$ cat config.mk
export PLATFORM = sky130hd
export DESIGN_NAME = flash_id_probe
export DESIGN_NICKNAME = d
export VERILOG_FILES = /design/src/rtl/idp_pkg.sv /design/src/rtl/idp_seq.sv /design/src/rtl/idp_parse.sv /design/src/rtl/idp_match.sv /design/src/rtl/flash_id_probe.sv
export SDC_FILE = /design/constraint.sdc
export NUM_CORES = 1
export LEC_CHECK = 0
export ABC_AREA = 1
export CORE_ASPECT_RATIO = 1.5
export CORE_MARGIN = 4
export CORE_UTILIZATION = 47
export CTS_CLUSTER_DIAMETER = 100
export DETAILED_ROUTE_END_ITERATION = 8
export PLACE_DENSITY_LB_ADDON = 0.12
export SLEW_MARGIN = 20
export SYNTH_ARGS = -nofsm -noshare
export SYNTH_HDL_FRONTEND = slang
export SYNTH_SLANG_ARGS = --single-unit
$ cat constraint.sdc
create_clock -name clk -period 1.7 [get_ports clk]
set_input_delay 0.34 -clock clk [delete_from_list [all_inputs] [get_ports clk]]
set_output_delay 0.34 -clock clk [all_outputs]
set_load 0.01 [all_outputs]
$ cat src/rtl/idp_pkg.sv
package idp_pkg;

    typedef enum logic [1:0] {
        ST_IDLE = 2'd0,
        ST_XFER = 2'd1,
        ST_FIN  = 2'd2
    } seq_state_e;

    localparam logic [7:0] ID_READ_OPCODE = 8'h9F;
    localparam logic [7:0] ID_FILL_BYTE   = 8'h00;
    localparam logic [7:0] ID_CONT_CODE   = 8'h7F;

endpackage

$ cat src/rtl/idp_seq.sv
module idp_seq #(
    parameter int BYTE_W   = 8,
    parameter int MAX_RESP = 4
) (
    input  logic                         clk,
    input  logic                         rst_n,
    input  logic                         start_i,
    input  logic                         four_byte_i,
    output logic                         spi_req_o,
    output logic [BYTE_W-1:0]            spi_tx_o,
    input  logic                         spi_ack_i,
    input  logic [BYTE_W-1:0]            spi_rx_i,
    output logic                         spi_cs_n_o,
    output logic                         busy_o,
    output logic                         fin_o,
    output logic                         four_o,
    output logic [MAX_RESP*BYTE_W-1:0]   resp_o
);
    import idp_pkg::*;

    localparam int CNT_W = $clog2(MAX_RESP + 1);

    typedef struct packed {
        seq_state_e                             state;
        logic [CNT_W-1:0]                       cnt;
        logic [CNT_W-1:0]                       last;
        logic                                   cs_n;
        logic                                   four;
        logic [MAX_RESP-1:0][BYTE_W-1:0]        bytes;
    } seq_t;

    seq_t seq_d, seq_q;

    always_comb begin
        seq_d = seq_q;
        unique case (seq_q.state)
            ST_IDLE: begin
                if (start_i) begin
                    seq_d.state = ST_XFER;
                    seq_d.cnt   = '0;
                    seq_d.four  = four_byte_i;
                    seq_d.last  = four_byte_i ? CNT_W'(MAX_RESP) : CNT_W'(MAX_RESP - 1);
                    seq_d.cs_n  = 1'b0;
                    seq_d.bytes = '0;
                end
            end
            ST_XFER: begin
                if (spi_ack_i) begin
                    for (int k = 0; k < MAX_RESP; k++) begin
                        if (seq_q.cnt == CNT_W'(k + 1)) begin
                            seq_d.bytes[k] = spi_rx_i;
                        end
                    end
                    if (seq_q.cnt == seq_q.last) begin
                        seq_d.state = ST_FIN;
                        seq_d.cs_n  = 1'b1;
                    end else begin
                        seq_d.cnt = seq_q.cnt + CNT_W'(1);
                    end
                end
            end
            ST_FIN: begin
                seq_d.state = ST_IDLE;
            end
            default: begin
                seq_d.state = ST_IDLE;
                seq_d.cs_n  = 1'b1;
            end
        endcase
    end

    always_ff @(posedge clk or negedge rst_n) begin
        if (!rst_n) begin
            seq_q       <= '0;
            seq_q.state <= ST_IDLE;
            seq_q.cs_n  <= 1'b1;
        end else begin
            seq_q <= seq_d;
        end
    end

    assign spi_req_o  = (seq_q.state == ST_XFER);
    assign spi_tx_o   = (seq_q.cnt == '0) ? ID_READ_OPCODE : ID_FILL_BYTE;
    assign spi_cs_n_o = seq_q.cs_n;
    assign busy_o     = (seq_q.state != ST_IDLE);
    assign fin_o      = (seq_q.state == ST_FIN);
    assign four_o     = seq_q.four;
    assign resp_o     = seq_q.bytes;

endmodule

$ cat src/rtl/idp_parse.sv
module idp_parse #(
    parameter int BYTE_W   = 8,
    parameter int MAX_RESP = 4,
    localparam int ID_W    = 2 * BYTE_W
) (
    input  logic [MAX_RESP*BYTE_W-1:0] resp_i,
    input  logic                       four_i,
    output logic [ID_W-1:0]            mfr_o,
    output logic [ID_W-1:0]            dev_o,
    output logic                       warn_o
);
    import idp_pkg::*;

    logic [BYTE_W-1:0] b [MAX_RESP];
    logic              cont;

    for (genvar g = 0; g < MAX_RESP; g++) begin : g_split
        assign b[g] = resp_i[g*BYTE_W +: BYTE_W];
    end

    assign cont = (b[0] == BYTE_W'(ID_CONT_CODE));

    always_comb begin
        if (cont) begin
            mfr_o = {b[0], b[1]};
            dev_o = four_i ? {b[2], b[3]} : {{BYTE_W{1'b0}}, b[2]};
        end else begin
            mfr_o = {{BYTE_W{1'b0}}, b[0]};
            dev_o = {b[1], b[2]};
        end
        warn_o = !(^b[0]) || (cont && !(^b[1]));
    end

endmodule

$ cat src/rtl/idp_match.sv
module idp_match #(
    parameter int          ID_W     = 16,
    parameter logic [ID_W-1:0] WILD_MFR = 16'hFFFE,
    parameter logic [ID_W-1:0] WILD_DEV = 16'hFFFF,
    parameter logic [ID_W-1:0] NONE_MFR = 16'h00FF
) (
    input  logic [ID_W-1:0] mfr_i,
    input  logic [ID_W-1:0] dev_i,
    input  logic [ID_W-1:0] exp_mfr_i,
    input  logic [ID_W-1:0] exp_dev_i,
    output logic            match_o
);
    logic mfr_eq, dev_eq, dev_any, mfr_any;

    always_comb begin
        mfr_eq  = (mfr_i == exp_mfr_i);
        dev_eq  = (dev_i == exp_dev_i);
        dev_any = (exp_dev_i == WILD_DEV);
        mfr_any = (exp_mfr_i == WILD_MFR) && (mfr_i != NONE_MFR);
        match_o = (mfr_eq && (dev_eq || dev_any)) || mfr_any;
    end

endmodule

$ cat src/rtl/flash_id_probe.sv
module flash_id_probe #(
    parameter int          BYTE_W   = 8,
    parameter int          MAX_RESP = 4,
    parameter logic [15:0] WILD_MFR = 16'hFFFE,
    parameter logic [15:0] WILD_DEV = 16'hFFFF
) (
    input  logic              clk,
    input  logic              rst_n,
    input  logic              start_i,
    input  logic              four_byte_i,
    input  logic [15:0]       exp_mfr_i,
    input  logic [15:0]       exp_dev_i,
    output logic              spi_req_o,
    output logic [7:0]        spi_tx_o,
    input  logic              spi_ack_i,
    input  logic [7:0]        spi_rx_i,
    output logic              spi_cs_n_o,
    output logic              busy_o,
    output logic              done_o,
    output logic [15:0]       mfr_id_o,
    output logic [15:0]       dev_id_o,
    output logic              match_o,
    output logic              parity_warn_o
);
    localparam int ID_W = 2 * BYTE_W;

    typedef struct packed {
        logic            done;
        logic [ID_W-1:0] mfr;
        logic [ID_W-1:0] dev;
        logic            match;
        logic            warn;
    } res_t;

    logic                         fin;
    logic                         four;
    logic [MAX_RESP*BYTE_W-1:0]   resp;
    logic [ID_W-1:0]              p_mfr, p_dev;
    logic                         p_warn, p_match;
    res_t                         res_d, res_q;

    idp_seq #(.BYTE_W(BYTE_W), .MAX_RESP(MAX_RESP)) u_seq (
        .clk         (clk),
        .rst_n       (rst_n),
        .start_i     (start_i),
        .four_byte_i (four_byte_i),
        .spi_req_o   (spi_req_o),
        .spi_tx_o    (spi_tx_o),
        .spi_ack_i   (spi_ack_i),
        .spi_rx_i    (spi_rx_i),
        .spi_cs_n_o  (spi_cs_n_o),
        .busy_o      (busy_o),
        .fin_o       (fin),
        .four_o      (four),
        .resp_o      (resp)
    );

    idp_parse #(.BYTE_W(BYTE_W), .MAX_RESP(MAX_RESP)) u_parse (
        .resp_i (resp),
        .four_i (four),
        .mfr_o  (p_mfr),
        .dev_o  (p_dev),
        .warn_o (p_warn)
    );

    idp_match #(.ID_W(ID_W), .WILD_MFR(WILD_MFR), .WILD_DEV(WILD_DEV)) u_match (
        .mfr_i     (p_mfr),
        .dev_i     (p_dev),
        .exp_mfr_i (exp_mfr_i),
        .exp_dev_i (exp_dev_i),
        .match_o   (p_match)
    );

    always_comb begin
        res_d      = res_q;
        res_d.done = 1'b0;
        if (fin) begin
            res_d.done  = 1'b1;
            res_d.mfr   = p_mfr;
            res_d.dev   = p_dev;
            res_d.match = p_match;
            res_d.warn  = p_warn;
        end
    end

    always_ff @(posedge clk or negedge rst_n) begin
        if (!rst_n) begin
            res_q <= '0;
        end else begin
            res_q <= res_d;
        end
    end

    assign done_o        = res_q.done;
    assign mfr_id_o      = res_q.mfr;
    assign dev_id_o      = res_q.dev;
    assign match_o       = res_q.match;
    assign parity_warn_o = res_q.warn;

endmodule

==> flow_summary.yaml, run 1 <==
placement:
  port_buffers: 88
  placed_cell_area_um2: 5930
  gp_congestion: 0.939
  hpwl_um: 10300
  dp.cells: 873
timing:
  finalCritPeriodShare: 1.23
  clock_skew_ns: 0.00799
  finalSetupViolCount: 7
  tns_ns: -0.703
  fmax_mhz: 477
  finalWorstSetupSlack_ns: -0.396
  timing.final.max_slew_violations: 0
  rsz0062_at_grt: "yes"
  fin_crit_ns: 2.10
  timing_hold_violations_final: 0
global_routing:
  grt_max_degree: 33
  grt_util_all_layers: 0.254
  antenna_found_initial: 0
  grt_pass1_wl_um: 22100
  grt_overflow: 0
  grt_pass1_vias: 4554
detailed_routing:
  wire_per_inst_um: 15.1
  num_vias: 4668
  drt_iter0_drc: 263
  via_per_inst: 5.11
  drc: 0
  drtAntennaViolNets: 0
  drt_wl_total_um: 13800
  drtPass1Iterations: 7
finish:
  design_area_um2: 6720
  syn_to_final_growth_pct: 50.5
  n_antenna_cell: 0
  finalCoreUtilization: 0.726
  n_fill_cell: 748
  stdcell_count: 913
  fin_nets: 850
  layout-drive-gt1-share: 0.218
critical_path:
  slowest_stage: "dfrtp_1"
  r2r_setup_slack_ns: -0.40
  r2r_start: "u_seq.resp_o[7]"
  critPathCaptureType: "register"
  crit_buf_inv: 4
  reg2regPathDepth: 17
  path_cells: "inv_2 > ha_4 > nand2_4 > nor2_4 > buf_6 > buf_6 > buf_16 > nand2_2 > nand3b_1 > nand2_1 > nor2_1 > nand2_1 > nor2_1 > nand2_1 > nand2_1 > nand2_1 > a21oi_1"
  worstPathRequired_ns: 1.96
  critical-path-top-delay-family: "simple AND/OR/NAND/NOR gates"
  crit_fanout: 6
  critPathMaxStageDelay_ns: 0.39
  startpoint_type: "register"
  critPathArrivalTime_ns: 2.36
  r2r_end: "match_o"
  crit_top_cell: "nand2_1"
  worstSetupPathType: "register to register"
cts:
  clockBufferDepth: 2
  worstSkewPairLatency_ns: 0.34
  cts_tree: "yes"
  cts_root_buf: "clkbuf_16"
  htree_levels: 3
  clkSinkCount: 75
  numCtsBuffers: 9
  cts.reportedPaths.clkPinSlew_ns: 0.06
floorplan:
  die_area_um2: 11200
  die_h_um: 127
  start_util: 0.483
  die_w_um: 87.6
  fp.coreArea_um2: 9250
  ioPinCount: 91
  rows: 43
synthesis:
  ys_seq_elements: 75
  synthesis.area_um2: 4470
  synth.avg_cell_area_um2: 7.13
  synthTopCellsByArea: "dfrtp_1 (41%), nand2_1 (20%), o21ai_0 (6.7%), inv_1 (5.6%), nor2_1 (3.7%)"
  yosys_warnings: 0
  ys_types: 34
  synthCells: 626
  synth-seq-area-share: 0.421
  synth_top_cell_by_area: "dfrtp_1"
  yosys.area.top_type_share: 0.415
flow_run:
  maxCapViolCount: 0
outcome:
  outcome: "finished with violations"
  violations: "setup timing"
pwr:
  powerDensity_nw_per_um2: 1570
  finalPower_mw: 10.6
  vdd_drop_max_v: 0.00112
  p_leak_nw: 3.37
hold_path:
  hold_class: "input port to asynchronous set/reset pin"
[timing repair]
item	in CTS	in global routing
endpoints found under the hold margin	12	0
buffers inserted	15	8
setup endpoints to repair	12	40
cloned	2	1
resized for setup	78	43
hold buffers	1	0
pin swaps	11	35
[layout make-up]
class | instances | area (µm²) | area share
Inverter | 69 | 262 | 0.0389
Sequential cell | 75 | 1880 | 0.279
Multi-Input combinational cell | 456 | 2360 | 0.351
Timing Repair Buffer | 185 | 1770 | 0.263
Tap cell | 112 | 140 | 0.0208
Clock inverter | 5 | 77.6 | 0.0115
Clock buffer | 11 | 233 | 0.0346
[stage by stage]
stage                     setup WS [ns]  hold WS (ns)
final                            -0.396         0.456
after CTS                        -0.310         0.457
after floorplan                 -0.0240        0.0444
after detailed placement         -0.322         0.272
after global placement           -0.289         0.268
after global routing             -0.498         0.485
[report_power, final]
| part | switching, mW | internal, mW | leakage (nW) |
|---|---|---|---|
| Sequential | 0.453 | 2.46 | 0.960 |
| Combinational | 3.00 | 2.65 | 2.26 |
| Clock | 0.712 | 1.28 | 0.150 |
| Total | 4.17 | 6.38 | 3.37 |
[synth_stat cells (all sizes together)]
cell type and count:
xor2 7, buf 20, dfstp 1, xnor2 5, o22ai 1, nand2 243
a21oi 14, nor3 2, nor2 47, o31ai 1, conb 1, o21ai 63
a31oi 8, clkbuf 8, nor3b 1, nand3 23, inv 69, or2 1
ha 9, nand4 10, dfrtp 74, nand3b 10, and2 1, o21bai 2
o211ai 2, nor4 3
[placed cells by master (no fill, tap or decap), types with 11 or more instances in the layout]
master and count:
buf_4 77, nand2_1 222, nand2_2 11, nand3_1 22, dfrtp_1 74, clkdlybuf4s50_1 78
buf_6 16, inv_1 60, nor2_1 41, o21ai_0 48, a21oi_1 13
[state kept, by name, summed over array words and instances (netlist names)]
register,count
mfr_id_o,16
dev_id_o,16
match_o,1
done_o,1
parity_warn_o,1
u_seq.resp_o,32
u_seq.spi_cs_n_o,1
u_seq.seq_q,7
[worst reg2reg max path, stage by stage, from the launching register on]
cell and delay, ns:
dfrtp_1 0.39, inv_2 0.09, ha_4 0.14, nand2_4 0.06
nor2_4 0.13, buf_6 0.14, buf_6 0.13, buf_16 0.13
nand2_2 0.06, nand3b_1 0.08, nand2_1 0.06, nor2_1 0.10
nand2_1 0.08, nor2_1 0.12, nand2_1 0.06, nand2_1 0.08
nand2_1 0.06, a21oi_1 0.13
[per-layer routing]
layer,global-route usage,up-vias,wire (µm)
met3,0.0310,41,637
met2,0.434,149,7140
met4,0.150,0,658
met1,0.298,2158,5320
met5,0,-,0
li1,-,2320,-
[worst max-delay path by stage]
| stage | start | end | slack [ns] | cells after the start |
|---|---|---|---|---|
| 5_1_grt | u_seq.resp_o[1] | match_o | -0.50 | 17 |
| 4_1_cts | u_seq.resp_o[6] | match_o | -0.31 | 16 |
| 2_1_floorplan | u_seq.resp_o[7] | match_o | -0.02 | 13 |
| 6_report | u_seq.resp_o[7] | match_o | -0.40 | 17 |
| 3_5_place_dp | u_seq.resp_o[7] | match_o | -0.32 | 14 |
| 3_3_place_gp | u_seq.resp_o[4] | match_o | -0.29 | 13 |
[cell families after synthesis]
kind of cell | Yosys count | share of synthesized area
and+or+nand+nor | 341 | 0.318
buffers and inverters | 97 | 0.103
AOI/OAI and AO/OA | 91 | 0.108
DFF | 75 | 0.421
xor gates and xnor gates | 12 | 0.0235
adders and majority gates | 9 | 0.0252
other | 1 | 0.000840
Note: power is estimated with default switching activity, not from simulation.
==> run 2: changes to the inputs <==
==> constraint.sdc (replaced) <==
create_clock -name clk -period 1.7 [get_ports clk]
set_input_delay 0.255 -clock clk [delete_from_list [all_inputs] [get_ports clk]]
set_output_delay 0.255 -clock clk [all_outputs]
set_load 0.01 [all_outputs]
==> run 2 against run 1 <==
Net effect: largest cell class unchanged; non-clock buffer count is 6 lower; via count is 1.4% lower; critical path depth is 1 lower; worst hold slack worse by 0.084 ns; critical endpoint unchanged; the flow still finishes with violations (setup timing); highest routed layer unchanged; total power is 3.5% lower; first-iteration DRC count is 22% lower; clock skew is 0.00052 ns lower; core utilization is 0.99 points lower.
==> flow_summary.yaml, run 2 (same netlist as run 1, synthesis figures left out) <==
detailed_routing:
  wire_per_inst_um: 15.1
  drtPass1Iterations: 5
  drt_iter0_drc: 204
  via_per_inst: 5.08
  drt_wl_total_um: 13700
  drtAntennaViolNets: 0
  num_vias: 4602
  drc: 0
cts:
  htree_levels: 3
  numCtsBuffers: 9
  clockBufferDepth: 2
  cts.reportedPaths.clkPinSlew_ns: 0.06
  clkSinkCount: 75
  cts_tree: "yes"
  worstSkewPairLatency_ns: 0.33
  cts_root_buf: "clkbuf_16"
placement:
  pre_cts_ws_ns: -0.258
  hpwl_um: 10300
  port_buffers: 88
  gp_congestion: 0.965
critical_path:
  worstPathRequired_ns: 1.96
  worstSetupPathType: "register to register"
  crit_fanout: 5
  startpoint_type: "register"
  critPathArrivalTime_ns: 2.27
  critPathCaptureType: "register"
floorplan:
  rows: 43
  die_area_um2: 11200
  start_util: 0.483
  ioPinCount: 91
  die_h_um: 127
  die_w_um: 87.6
  fp.coreArea_um2: 9250
global_routing:
  grt_overflow: 0
  grt_pass1_wl_um: 20800
  grt_pass1_vias: 4200
  antenna_found_initial: 0
  grt_util_all_layers: 0.238
  grt_max_degree: 33
timing:
  tightest_slew_ns: 0.557
  relSlewSlack: 0.625
  timing.final.max_slew_violations: 0
  timing_hold_violations_final: 0
  finalWorstSetupSlack_ns: -0.317
  clock_skew_ns: 0.00747
  fin_crit_ns: 2.02
  finalCritPeriodShare: 1.19
  finalSetupViolCount: 1
  fmax_mhz: 496
  rsz0062_at_grt: "yes"
flow_run:
  maxCapViolCount: 0
finish:
  syn_to_final_growth_pct: 48.5
  n_antenna_cell: 0
  final_common_cell: "nand2_1"
  largest_register_ffs: 32
  final_cell_mix: "nand2_1 (219), clkdlybuf4s50_1 (78), dfrtp_1 (74)"
  fin_nets: 844
  layout-drive-gt1-share: 0.213
hold_path:
  hold_class: "input port to asynchronous set/reset pin"
pwr:
  finalPower_mw: 10.2
  vdd_drop_max_v: 0.00118
  p_leak_nw: 3.35
  powerDensity_nw_per_um2: 1540
outcome:
  outcome: "finished with violations"
  violations: "setup timing"
## run 2: cell types whose count changed in the layout (fill, tap and decap cells not counted), sizes merged
cell,delta
clkinvlp,-1
bufinv,-1
dlygate4sd2,-1
clkbuf,+4
buf,-9
dlymetal6s2s,+1
## run 2: final timing paths
check / start / endpoint / slack (ns) / depth (start not counted)
min in group clk: mfr_id_o[2] / mfr_id_o[2] / 0.48 / 2
max: u_seq.resp_o[7] / match_o / -0.32 / 16
max in group asynchronous: rst_n / u_seq.spi_cs_n_o / 0.78 / 3
min: rst_n / parity_warn_o / 0.37 / 2
min reg2reg: mfr_id_o[2] / mfr_id_o[2] / 0.48 / 2
max reg2reg: u_seq.resp_o[7] / match_o / -0.32 / 16
## run 2: critical path, stage by stage (launching register included)
cell and delay, ns:
dfrtp_1 0.38, inv_2 0.08, ha_4 0.13, nand2_4 0.06, nor2_4 0.18, buf_6 0.17, clkbuf_16 0.15, nand2_1 0.08
nand3_1 0.09, nand2_1 0.05, nor2_1 0.09, nand2_1 0.07, nor2_1 0.10, nand2_1 0.06, nand2_2 0.07, nand2_1 0.05
a21oi_1 0.13
## run 2: report_power, final
group          switching (mW)  leakage, nW  total, mW  internal, mW
logic                    2.89         2.24       5.35          2.45
registers               0.467        0.960       2.92          2.46
clock network           0.701        0.149       1.91          1.21
total                    4.06         3.35       10.2          6.12
## run 2: final cells by class
| type | instances | area (µm²) |
|---|---|---|
| clock inverters | 3 | 47.5 |
| inverters | 69 | 262 |
| flip-flops and latches | 75 | 1880 |
| fillers | 795 | 2620 |
| multi-input cells | 456 | 2340 |
| well taps | 112 | 140 |
| repair buffers | 179 | 1700 |
| clock buffers | 12 | 256 |
## run 2: what timing repair did
action                                  in CTS  in global routing
gates cloned                                 0                  5
hold endpoints to repair                    12                  0
pin swaps                                    0                 35
gates resized for setup                     31                 69
endpoints found under the setup margin      10                 32
hold buffers                                 1                  0
buffers inserted                             1                  9
## run 2: routing by layer
| layer | GRT usage | routed length, µm | part of all wire |
|---|---|---|---|
| met1 | 0.286 | 5290 | 0.39 |
| met2 | 0.426 | 7450 | 0.54 |
| met3 | 0.0258 | 602 | 0.044 |
| met4 | 0.0921 | 346 | 0.025 |
| met5 | 0 | 0 | 0 |
## run 2: through the flow
stage / area [µm²] / setup TNS (ns) / util / instances / hold WS, ns
2_1_floorplan: 4490 / -0.0240 / - / 627 / -0.0406
3_3_place_gp: 5950 / -0.401 / 0.643 / 876 / 0.184
3_5_place_dp: 5950 / -1.33 / 0.643 / 876 / 0.189
4_1_cts: 6260 / -0.255 / 0.676 / 893 / 0.371
5_1_grt: 6630 / -0.571 / 0.716 / 906 / 0.397
6_report: 6630 / -0.317 / 0.716 / 906 / 0.372
